[config.mk]
export PLATFORM = sky130hd
export DESIGN_NAME = gpx_expander
export DESIGN_NICKNAME = d
export VERILOG_FILES = /design/src/rtl/gpx_pkg.sv /design/src/rtl/gpx_sync.sv /design/src/rtl/gpx_spi_frontend.sv /design/src/rtl/gpx_regfile.sv /design/src/rtl/gpx_expander.sv
export SDC_FILE = /design/constraint.sdc
export NUM_CORES = 1
export LEC_CHECK = 0
export BUFFER_PORTS_ARGS = -buffer_cell sky130_fd_sc_hd__buf_4
export CELL_PAD_IN_SITES_DETAIL_PLACEMENT = 2
export CELL_PAD_IN_SITES_GLOBAL_PLACEMENT = 2
export CORE_MARGIN = 2
export CORE_UTILIZATION = 37
export DETAILED_ROUTE_END_ITERATION = 8
export GPL_ROUTABILITY_DRIVEN = 0
export PLACE_DENSITY_LB_ADDON = 0.1
export SYNTH_ARGS = -nofsm -noshare
export SYNTH_HDL_FRONTEND = slang
export SYNTH_HIERARCHICAL = 1
export SYNTH_SLANG_ARGS = --single-unit
export TNS_END_PERCENT = 10
[constraint.sdc]
create_clock -name clk -period 2.8 [get_ports clk]
set_input_delay 0.28 -clock clk [delete_from_list [all_inputs] [get_ports clk]]
set_output_delay 0.28 -clock clk [all_outputs]
set_load 0.01 [all_outputs]
[src/rtl/gpx_pkg.sv]
package gpx_pkg;
   localparam int BYTE_W  = 8;
   localparam int HWA_W   = 3;
   localparam int BCNT_W  = $clog2(BYTE_W);

   typedef logic [BYTE_W-1:0] byte_t;

   localparam logic [3:0] OPC_FAMILY = 4'b0100;

   localparam byte_t RA_DIR  = 8'h00;
   localparam byte_t RA_POL  = 8'h01;
   localparam byte_t RA_IEN  = 8'h02;
   localparam byte_t RA_CMP  = 8'h03;
   localparam byte_t RA_ICTL = 8'h04;
   localparam byte_t RA_CFG  = 8'h05;
   localparam byte_t RA_PUP  = 8'h06;
   localparam byte_t RA_IFLG = 8'h07;
   localparam byte_t RA_ICAP = 8'h08;
   localparam byte_t RA_PORT = 8'h09;
   localparam byte_t RA_LAT  = 8'h0A;

   localparam int CFG_SEQ_OFF_BIT = 5;
   localparam int CFG_HWA_EN_BIT  = 3;

   typedef enum logic [1:0] {
      PH_OPC  = 2'd0,
      PH_REG  = 2'd1,
      PH_DATA = 2'd2,
      PH_SKIP = 2'd3
   } phase_e;
endpackage

[src/rtl/gpx_sync.sv]
module gpx_sync #(
   parameter int WIDTH  = 1,
   parameter int STAGES = 2,
   parameter logic [WIDTH-1:0] RST_VAL = '0
) (
   input  logic             clk,
   input  logic             rst_n,
   input  logic [WIDTH-1:0] d,
   output logic [WIDTH-1:0] q
);
   logic [WIDTH-1:0] st [STAGES];

   initial begin
      assert (STAGES >= 2) else $fatal(1, "gpx_sync: STAGES must be at least 2");
      assert (WIDTH >= 1) else $fatal(1, "gpx_sync: WIDTH must be positive");
   end

   always_ff @(posedge clk or negedge rst_n) begin
      if (!rst_n) begin
         for (int s = 0; s < STAGES; s++) st[s] <= RST_VAL;
      end else begin
         st[0] <= d;
         for (int s = 1; s < STAGES; s++) st[s] <= st[s-1];
      end
   end

   assign q = st[STAGES-1];
endmodule

[src/rtl/gpx_spi_frontend.sv]
module gpx_spi_frontend
   import gpx_pkg::*;
(
   input  logic             clk,
   input  logic             rst_n,
   input  logic             sck_s,
   input  logic             mosi_s,
   input  logic             cs_s,
   input  logic [HWA_W-1:0] hw_addr,
   input  logic             cfg_seq_off,
   input  logic             cfg_hwa_en,
   input  byte_t            rd_data,
   output byte_t            rd_addr,
   output logic             wr_en,
   output byte_t            wr_addr,
   output byte_t            wr_data,
   output logic             miso,
   output logic             miso_oe
);
   logic              sck_q;
   logic              sck_rise, sck_fall;
   logic [BCNT_W-1:0] bitcnt_q;
   logic [BYTE_W-2:0] rx_sh_q;
   byte_t             rx_byte;
   byte_t             tx_sh_q;
   byte_t             ptr_q, ptr_next;
   phase_e            phase_q;
   logic              is_read_q;
   logic              byte_done;
   logic              addr_ok;

   assign sck_rise  = sck_s & ~sck_q;
   assign sck_fall  = ~sck_s & sck_q;
   assign rx_byte   = {rx_sh_q, mosi_s};
   assign byte_done = sck_rise & ~cs_s & (bitcnt_q == BCNT_W'(BYTE_W-1));
   assign addr_ok   = (rx_byte[7:4] == OPC_FAMILY) &&
                      (!cfg_hwa_en || (rx_byte[HWA_W:1] == hw_addr));
   assign ptr_next  = cfg_seq_off ? ptr_q : ptr_q + 8'd1;
   assign rd_addr   = (phase_q == PH_REG) ? rx_byte : ptr_next;

   assign wr_en   = byte_done && (phase_q == PH_DATA) && !is_read_q;
   assign wr_addr = ptr_q;
   assign wr_data = rx_byte;

   assign miso_oe = ~cs_s & is_read_q & (phase_q == PH_DATA);
   assign miso    = miso_oe & tx_sh_q[BYTE_W-1];

   always_ff @(posedge clk or negedge rst_n) begin
      if (!rst_n) sck_q <= 1'b0;
      else        sck_q <= sck_s;
   end

   always_ff @(posedge clk or negedge rst_n) begin
      if (!rst_n) begin
         bitcnt_q  <= '0;
         rx_sh_q   <= '0;
         tx_sh_q   <= '0;
         ptr_q     <= '0;
         phase_q   <= PH_OPC;
         is_read_q <= 1'b0;
      end else if (cs_s) begin
         bitcnt_q  <= '0;
         phase_q   <= PH_OPC;
         is_read_q <= 1'b0;
      end else begin
         if (sck_rise) begin
            rx_sh_q  <= rx_byte[BYTE_W-2:0];
            bitcnt_q <= bitcnt_q + 1'b1;
         end
         if (sck_fall && (bitcnt_q != '0)) begin
            tx_sh_q <= {tx_sh_q[BYTE_W-2:0], 1'b0};
         end
         if (byte_done) begin
            case (phase_q)
               PH_OPC: begin
                  phase_q   <= addr_ok ? PH_REG : PH_SKIP;
                  is_read_q <= rx_byte[0];
               end
               PH_REG: begin
                  ptr_q   <= rx_byte;
                  phase_q <= PH_DATA;
                  if (is_read_q) tx_sh_q <= rd_data;
               end
               PH_DATA: begin
                  ptr_q <= ptr_next;
                  if (is_read_q) tx_sh_q <= rd_data;
               end
               default: phase_q <= PH_SKIP;
            endcase
         end
      end
   end

   AST_FOREIGN_OPCODE_DROPPED: assert property (@(posedge clk) disable iff (!rst_n)
      (byte_done && phase_q == PH_OPC && rx_byte[7:4] != OPC_FAMILY) |=> (phase_q != PH_REG));
   AST_RELEASE_CLEARS_BYTE: assert property (@(posedge clk) disable iff (!rst_n)
      cs_s |=> (bitcnt_q == '0 && phase_q == PH_OPC));
   AST_MISO_ENABLE_AFTER_POINTER: assert property (@(posedge clk) disable iff (!rst_n)
      $rose(miso_oe) |-> $past(byte_done));
   AST_POINTER_HELD: assert property (@(posedge clk) disable iff (!rst_n)
      (byte_done && phase_q == PH_DATA && cfg_seq_off) |=> $stable(ptr_q));
endmodule

[src/rtl/gpx_regfile.sv]
module gpx_regfile
   import gpx_pkg::*;
#(
   parameter int PORT_W = 8,
   parameter logic [PORT_W-1:0] DIR_RST = '1
) (
   input  logic              clk,
   input  logic              rst_n,
   input  logic              wr_en,
   input  byte_t             wr_addr,
   input  byte_t             wr_data,
   input  byte_t             rd_addr,
   input  logic [PORT_W-1:0] pin_s,
   output byte_t             rd_data,
   output logic              cfg_seq_off,
   output logic              cfg_hwa_en,
   output logic [PORT_W-1:0] pad_out,
   output logic [PORT_W-1:0] pad_oe,
   output logic [PORT_W-1:0] pull_en
);
   logic [PORT_W-1:0] dir_q, pol_q, ien_q, cmp_q, ictl_q, pup_q, lat_q;
   byte_t             cfg_q;
   logic [PORT_W-1:0] wd;

   assign wd = wr_data[PORT_W-1:0];

   always_ff @(posedge clk or negedge rst_n) begin
      if (!rst_n) begin
         dir_q  <= DIR_RST;
         pol_q  <= '0;
         ien_q  <= '0;
         cmp_q  <= '0;
         ictl_q <= '0;
         cfg_q  <= '0;
         pup_q  <= '0;
         lat_q  <= '0;
      end else if (wr_en) begin
         case (wr_addr)
            RA_DIR:  dir_q  <= wd;
            RA_POL:  pol_q  <= wd;
            RA_IEN:  ien_q  <= wd;
            RA_CMP:  cmp_q  <= wd;
            RA_ICTL: ictl_q <= wd;
            RA_CFG:  cfg_q  <= wr_data;
            RA_PUP:  pup_q  <= wd;
            RA_PORT: lat_q  <= wd;
            RA_LAT:  lat_q  <= wd;
            default: ;
         endcase
      end
   end

   always_comb begin
      case (rd_addr)
         RA_DIR:  rd_data = BYTE_W'(dir_q);
         RA_POL:  rd_data = BYTE_W'(pol_q);
         RA_IEN:  rd_data = BYTE_W'(ien_q);
         RA_CMP:  rd_data = BYTE_W'(cmp_q);
         RA_ICTL: rd_data = BYTE_W'(ictl_q);
         RA_CFG:  rd_data = cfg_q;
         RA_PUP:  rd_data = BYTE_W'(pup_q);
         RA_PORT: rd_data = BYTE_W'(pin_s ^ pol_q);
         RA_LAT:  rd_data = BYTE_W'(lat_q);
         default: rd_data = '0;
      endcase
   end

   assign cfg_seq_off = cfg_q[CFG_SEQ_OFF_BIT];
   assign cfg_hwa_en  = cfg_q[CFG_HWA_EN_BIT];

   generate
      for (genvar p = 0; p < PORT_W; p++) begin : g_pin
         assign pad_oe[p]  = ~dir_q[p];
         assign pad_out[p] = lat_q[p];
         assign pull_en[p] = pup_q[p];
      end
   endgenerate

   AST_RESERVED_WRITE_INERT: assert property (@(posedge clk) disable iff (!rst_n)
      (wr_en && wr_addr > RA_LAT) |=> ($stable(dir_q) && $stable(lat_q) && $stable(cfg_q) && $stable(pup_q)));
   AST_DIRECTION_TO_ENABLE: assert property (@(posedge clk) disable iff (!rst_n)
      (wr_en && wr_addr == RA_DIR) |=> (pad_oe == ~$past(wd)));
endmodule

[src/rtl/gpx_expander.sv]
module gpx_expander
   import gpx_pkg::*;
#(
   parameter int PORT_W      = 8,
   parameter int SYNC_STAGES = 2,
   parameter logic [PORT_W-1:0] DIR_RST = '1
) (
   input  logic              clk,
   input  logic              rst_n,
   input  logic              sck,
   input  logic              mosi,
   input  logic              cs_n,
   output logic              miso,
   output logic              miso_oe,
   input  logic [HWA_W-1:0]  hw_addr,
   input  logic [PORT_W-1:0] pad_in,
   output logic [PORT_W-1:0] pad_out,
   output logic [PORT_W-1:0] pad_oe,
   output logic [PORT_W-1:0] pull_en
);
   localparam int SPI_W = 3;

   logic [SPI_W-1:0]  spi_s;
   logic [PORT_W-1:0] pin_s;
   byte_t             rd_addr, rd_data, wr_addr, wr_data;
   logic              wr_en, cfg_seq_off, cfg_hwa_en;

   initial begin
      assert (PORT_W >= 1 && PORT_W <= BYTE_W)
         else $fatal(1, "gpx_expander: PORT_W must lie in 1..BYTE_W");
   end

   gpx_sync #(.WIDTH(SPI_W), .STAGES(SYNC_STAGES), .RST_VAL(3'b100)) u_spi_sync (
      .clk(clk), .rst_n(rst_n), .d({cs_n, sck, mosi}), .q(spi_s)
   );

   gpx_sync #(.WIDTH(PORT_W), .STAGES(SYNC_STAGES), .RST_VAL('0)) u_pin_sync (
      .clk(clk), .rst_n(rst_n), .d(pad_in), .q(pin_s)
   );

   gpx_spi_frontend u_front (
      .clk(clk), .rst_n(rst_n),
      .sck_s(spi_s[1]), .mosi_s(spi_s[0]), .cs_s(spi_s[2]),
      .hw_addr(hw_addr), .cfg_seq_off(cfg_seq_off), .cfg_hwa_en(cfg_hwa_en),
      .rd_data(rd_data), .rd_addr(rd_addr),
      .wr_en(wr_en), .wr_addr(wr_addr), .wr_data(wr_data),
      .miso(miso), .miso_oe(miso_oe)
   );

   gpx_regfile #(.PORT_W(PORT_W), .DIR_RST(DIR_RST)) u_regs (
      .clk(clk), .rst_n(rst_n),
      .wr_en(wr_en), .wr_addr(wr_addr), .wr_data(wr_data),
      .rd_addr(rd_addr), .pin_s(pin_s), .rd_data(rd_data),
      .cfg_seq_off(cfg_seq_off), .cfg_hwa_en(cfg_hwa_en),
      .pad_out(pad_out), .pad_oe(pad_oe), .pull_en(pull_en)
   );
endmodule

==> summary.md <==
| Metric | Value |
|---|---|
| Final Critical Period | `2840 ps` |
| Primary FF master, synth | `sky130_fd_sc_hd__dfrtp_1` |
| Setup Total Neg Slack | `-40.6 ps` |
| Violations in the final reports | `setup timing` |
| Vias in the first global route | `4,854` |
| Number of flops mapped to enable cells by yosys | `0` |
| Data required, critical path | `3160 ps` |
| List of cells traversed by the critical path | `ha_2, and4b_2, nand3_4, xor2_2, o21ai_2, or4_4, nor4b_4, buf_4, a221o_1, o22a_1, o22a_1` |
| Start of the worst register-to-register path | `u_front/wr_addr[0]$_DFFE_PN0P_` |
| First-pass GRT wire length | `29,000 um` |
| Synth warn | `6` |
| Detailed-route wire length | `18,400 um` |
| Worst Path Max Fanout | `5` |
| FF-to-FF setup slack | `-40 ps` |
| Count of routing violations after the opening detailed-route iteration | `181` |
| Critical setup path kind | `reg -> reg` |
| Share of layout cells above drive strength 1 | `0.444` |
| Total cell area at the placement stage | `6650 sq um` |
| Detailed-routing wirelength on met1 | `8220 um` |
| Core Region | `15,300 sq um` |
| Clock insertion delay at the later pin of the skew report | `420 ps` |
| Port Buffer Count | `41` |
| Pin slew with the least headroom to its limit | `707 ps` |
| Clock root buffer | `sky130_fd_sc_hd__clkbuf_16` |
| Met2 layer wire length in the routed design | `9250 um` |
| Class of the tightest hold or removal check | `reg -> reg` |
| Relative max-transition margin | `0.529` |
| Count of state elements after synthesis | `116` |
| Number of setup violations in the final report | `1` |
| Final number of hold-violating endpoints | `0` |
| Static leakage | `3.41 nW` |
| Average cell area after synthesis | `12.1 sq um` |
| Remaining global-route overflow | `0` |
| Worst endpoint data arrival time | `3200 ps` |
| Startpoint types | `flop` |
| Kind of cell adding the most delay to the critical path | `simple AND/OR/NAND/NOR gates` |
| Largest net degree at the start of global routing | `51` |
| Post-synthesis async set-or-reset flop share | `1.00` |
| Number of antenna violations at the first check in global routing | `0` |
| Non-filler cells in the finished layout | `806` |
| Most frequent CP cell | `sky130_fd_sc_hd__o22a_1` |
| Fin Clk Skew | `6.90 ps` |
| DIE AREA | `16,700 sq um` |
| Final net count | `605` |
| IR Drop Worst-Case VDD | `0.670 mV` |
| Sequential cell area fraction in the yosys report | `0.502` |
| Overall via count from detail_route | `4,344` |
| Top Ports | `42` |
| Gate Count Post-Synth | `482` |
| Switching fraction of total power | `0.266` |
| Highest cell delay on the worst timing path | `560 ps` |
| Critical-path top delay cell | `sky130_fd_sc_hd__or4_4` |
| Crit path launch | `u_front/wr_addr[0]$_DFFE_PN0P_` |
| Post-synthesis instance area | `5810 sq um` |
| Area contributors post-synth | `sky130_fd_sc_hd__dfrtp_1, sky130_fd_sc_hd__mux2_2, sky130_fd_sc_hd__dfstp_2` |
| Number of cells traversed by the worst register-to-register path | `11` |
| Biggest area consumer among synthesized cells | `sky130_fd_sc_hd__dfrtp_1` |
| Part of the total power dissipated in combinational logic | `0.110` |
| Number of antenna diodes | `0` |
| Number of buffers and inverters on the critical path | `1` |
| Net count after synthesis | `505` |
| Leading cell types in the layout, fill and taps excluded | `sky130_fd_sc_hd__dfrtp_1, sky130_fd_sc_hd__buf_4, sky130_fd_sc_hd__mux2_2` |
| Fin crit share | `1.01` |
| DIE WIDTH | `129 um` |
| Status | `finished, violations left` |
| Remaining routing DRC violations | `0` |
| Switching power | `1.20 mW` |
| Count of cell types in the netlist | `63` |
| Post-Place Cells | `758` |
| Drt pass-1 iters | `5` |
| CTS buffer count | `17` |
| Minimum setup slack in the final design | `-40.6 ps` |
| Unrepaired setup endpoints after global routing | `yes` |
| Most common library cell in the layout ignoring fill and taps | `sky130_fd_sc_hd__dfrtp_1` |
| Max Cap Violations | `0` |
| Clock slew at reported path FFs | `60 ps` |
| Worst R2R End | `u_front/tx_sh_q[3]$_DFFE_PN0N_` |
| Average vias per placed instance | `5.39` |
| Non-Filler Cell Area, Final | `7500 sq um` |
| Achievable frequency | `0.352 GHz` |
| Area Overhead vs Synth | `29.1%` |
| Effective utilization at floorplan | `0.381` |
| Total met3 wirelength after detailed routing | `622 um` |
| Worst hold slack across all endpoints | `347 ps` |
| Power Internal | `3.30 mW` |
| Seq pwr share | `0.408` |
| Avg WL per Cell | `22.9 um` |
| Total Routing Usage GR | `0.237` |
| Row Count | `45` |
| TritonCTS clock tree | `yes` |
| Endpoint type of the worst setup path | `flop` |
| Count of clock tree sinks | `116` |
| Maximum level of the CTS H-tree | `4` |
| PD cells | `599 nW/um^2` |
| Synth top area share | `0.456` |
| Layout Utilization | `0.492` |
| Cell depth of the worst setup path | `11` |
| Top layer in use | `met4` |
| Final Max Slew Viols | `0` |
| CP Capture Point | `u_front/tx_sh_q[3]$_DFFE_PN0N_` |
| Clk buf depth | `2` |
| Clk network pwr share | `0.482` |
| DP Wirelength | `12,400 um` |
| Die boundary height | `129 um` |
| Post-detailed-route count of antenna-violating nets | `0` |
==> final cells by class <==
| type | instances | area [sq um] |
|---|---|---|
| clock buffers | 18 | 439 |
| clock inverters | 14 | 153 |
| fillers | 1518 | 7760 |
| inverters | 17 | 63.8 |
| multi-input cells | 311 | 2710 |
| flip-flops and latches | 116 | 2920 |
| well taps | 211 | 264 |
| repair buffers | 119 | 960 |
==> state kept, by name (all words and copies together) (netlist names), 7 cells and up <==
signal and cells:
u_front/rx_sh_q 7, u_front/tx_sh_q 8, u_front/wr_addr 8, u_pin_sync/q 8
u_pin_sync/st 8, u_regs/cfg_q 8, u_regs/cmp_q 8, u_regs/dir_q 8
u_regs/ictl_q 8, u_regs/ien_q 8, u_regs/pad_out 8, u_regs/pol_q 8
u_regs/pull_en 8
==> worst reg2reg max path: stages, from the launching register on <==
cell                      delay [ps]
sky130_fd_sc_hd__dfrtp_1         370
sky130_fd_sc_hd__ha_2            190
sky130_fd_sc_hd__and4b_2         330
sky130_fd_sc_hd__nand3_4         110
sky130_fd_sc_hd__xor2_2          200
sky130_fd_sc_hd__o21ai_2          70
sky130_fd_sc_hd__or4_4           560
sky130_fd_sc_hd__nor4b_4         320
sky130_fd_sc_hd__buf_4           160
sky130_fd_sc_hd__a221o_1         200
sky130_fd_sc_hd__o22a_1          160
sky130_fd_sc_hd__o22a_1          110
==> power groups by stage <==
stage	Combinational (mW)	Sequential [mW]	Clock (mW)
2_1_floorplan	0.143	1.91	0
3_3_place_gp	0.472	1.86	0
3_5_place_dp	0.492	1.86	0
4_1_cts	0.508	1.83	2.22
5_1_grt	0.535	1.85	2.29
6_report	0.495	1.83	2.17
==> through the flow <==
step / setup slack [ps] / total power [mW]
2_1_floorplan: 38.2 / 2.05
3_3_place_gp: -121 / 2.33
3_5_place_dp: -171 / 2.36
4_1_cts: -20.8 / 4.56
5_1_grt: -163 / 4.67
6_report: -40.6 / 4.50
==> synth_stat cells (3+ instances only) <==
master,instances
sky130_fd_sc_hd__nand3_1,8
sky130_fd_sc_hd__mux2_2,70
sky130_fd_sc_hd__o22a_1,14
sky130_fd_sc_hd__nand4_1,3
sky130_fd_sc_hd__nor3_2,5
sky130_fd_sc_hd__xor2_1,3
sky130_fd_sc_hd__dfstp_2,10
sky130_fd_sc_hd__nand3b_1,5
sky130_fd_sc_hd__buf_2,7
sky130_fd_sc_hd__clkbuf_1,14
sky130_fd_sc_hd__mux2i_1,16
sky130_fd_sc_hd__dfrtp_1,106
sky130_fd_sc_hd__nor3_1,5
sky130_fd_sc_hd__xnor2_1,13
sky130_fd_sc_hd__nor2_1,12
sky130_fd_sc_hd__nand2_1,22
sky130_fd_sc_hd__o22ai_1,10
sky130_fd_sc_hd__nand2b_1,13
sky130_fd_sc_hd__buf_6,3
sky130_fd_sc_hd__a22o_1,3
sky130_fd_sc_hd__o21ai_0,17
sky130_fd_sc_hd__buf_4,13
sky130_fd_sc_hd__a32oi_1,7
sky130_fd_sc_hd__nand4b_1,3
sky130_fd_sc_hd__inv_1,17
sky130_fd_sc_hd__a21oi_1,10
sky130_fd_sc_hd__nor2b_1,6
sky130_fd_sc_hd__or3_1,4
sky130_fd_sc_hd__mux2_4,8
sky130_fd_sc_hd__o21ai_1,3
sky130_fd_sc_hd__ha_1,7
==> worst min-delay path by stage <==
stage	slack, ps	cells after the start	endpoint	from
3_5_place_dp	340	0	u_pin_sync/q[5]$_DFF_PN0_	u_pin_sync/st[13]$_DFF_PN0_
4_1_cts	350	0	u_pin_sync/q[5]$_DFF_PN0_	u_pin_sync/st[13]$_DFF_PN0_
3_3_place_gp	330	0	u_pin_sync/q[7]$_DFF_PN0_	u_pin_sync/st[15]$_DFF_PN0_
6_report	350	0	u_pin_sync/q[5]$_DFF_PN0_	u_pin_sync/st[13]$_DFF_PN0_
2_1_floorplan	-20	0	u_front/bitcnt_q[0]$_DFFE_PN0P_	rst_n
5_1_grt	360	0	u_pin_sync/q[1]$_DFF_PN0_	u_pin_sync/st[9]$_DFF_PN0_
==> per-layer routing <==
metal	track usage	vias to the layer above
met2	0.398	80
met4	0.0691	0
met3	0.0574	28
met1	0.306	2299
li1	-	1937
met5	0	-
==> repair_timing <==
action,4_1_cts,5_1_grt
resized for setup,10,16
buffers inserted,2,2
hold buffers,12,0
endpoints found under the hold margin,54,0
pin swaps,2,10
endpoints found under the setup margin,8,8
==> logic make-up after synthesis <==
kind of cell               synth area share
muxes                                 0.184
xor gates and xnor gates             0.0241
AOI/OAI and AO/OA                    0.0982
DFF                                   0.502
adders and majority gates            0.0151
and+or+nand+nor                       0.127
buffers and inverters                0.0506
(Power assumes the default switching activity.)
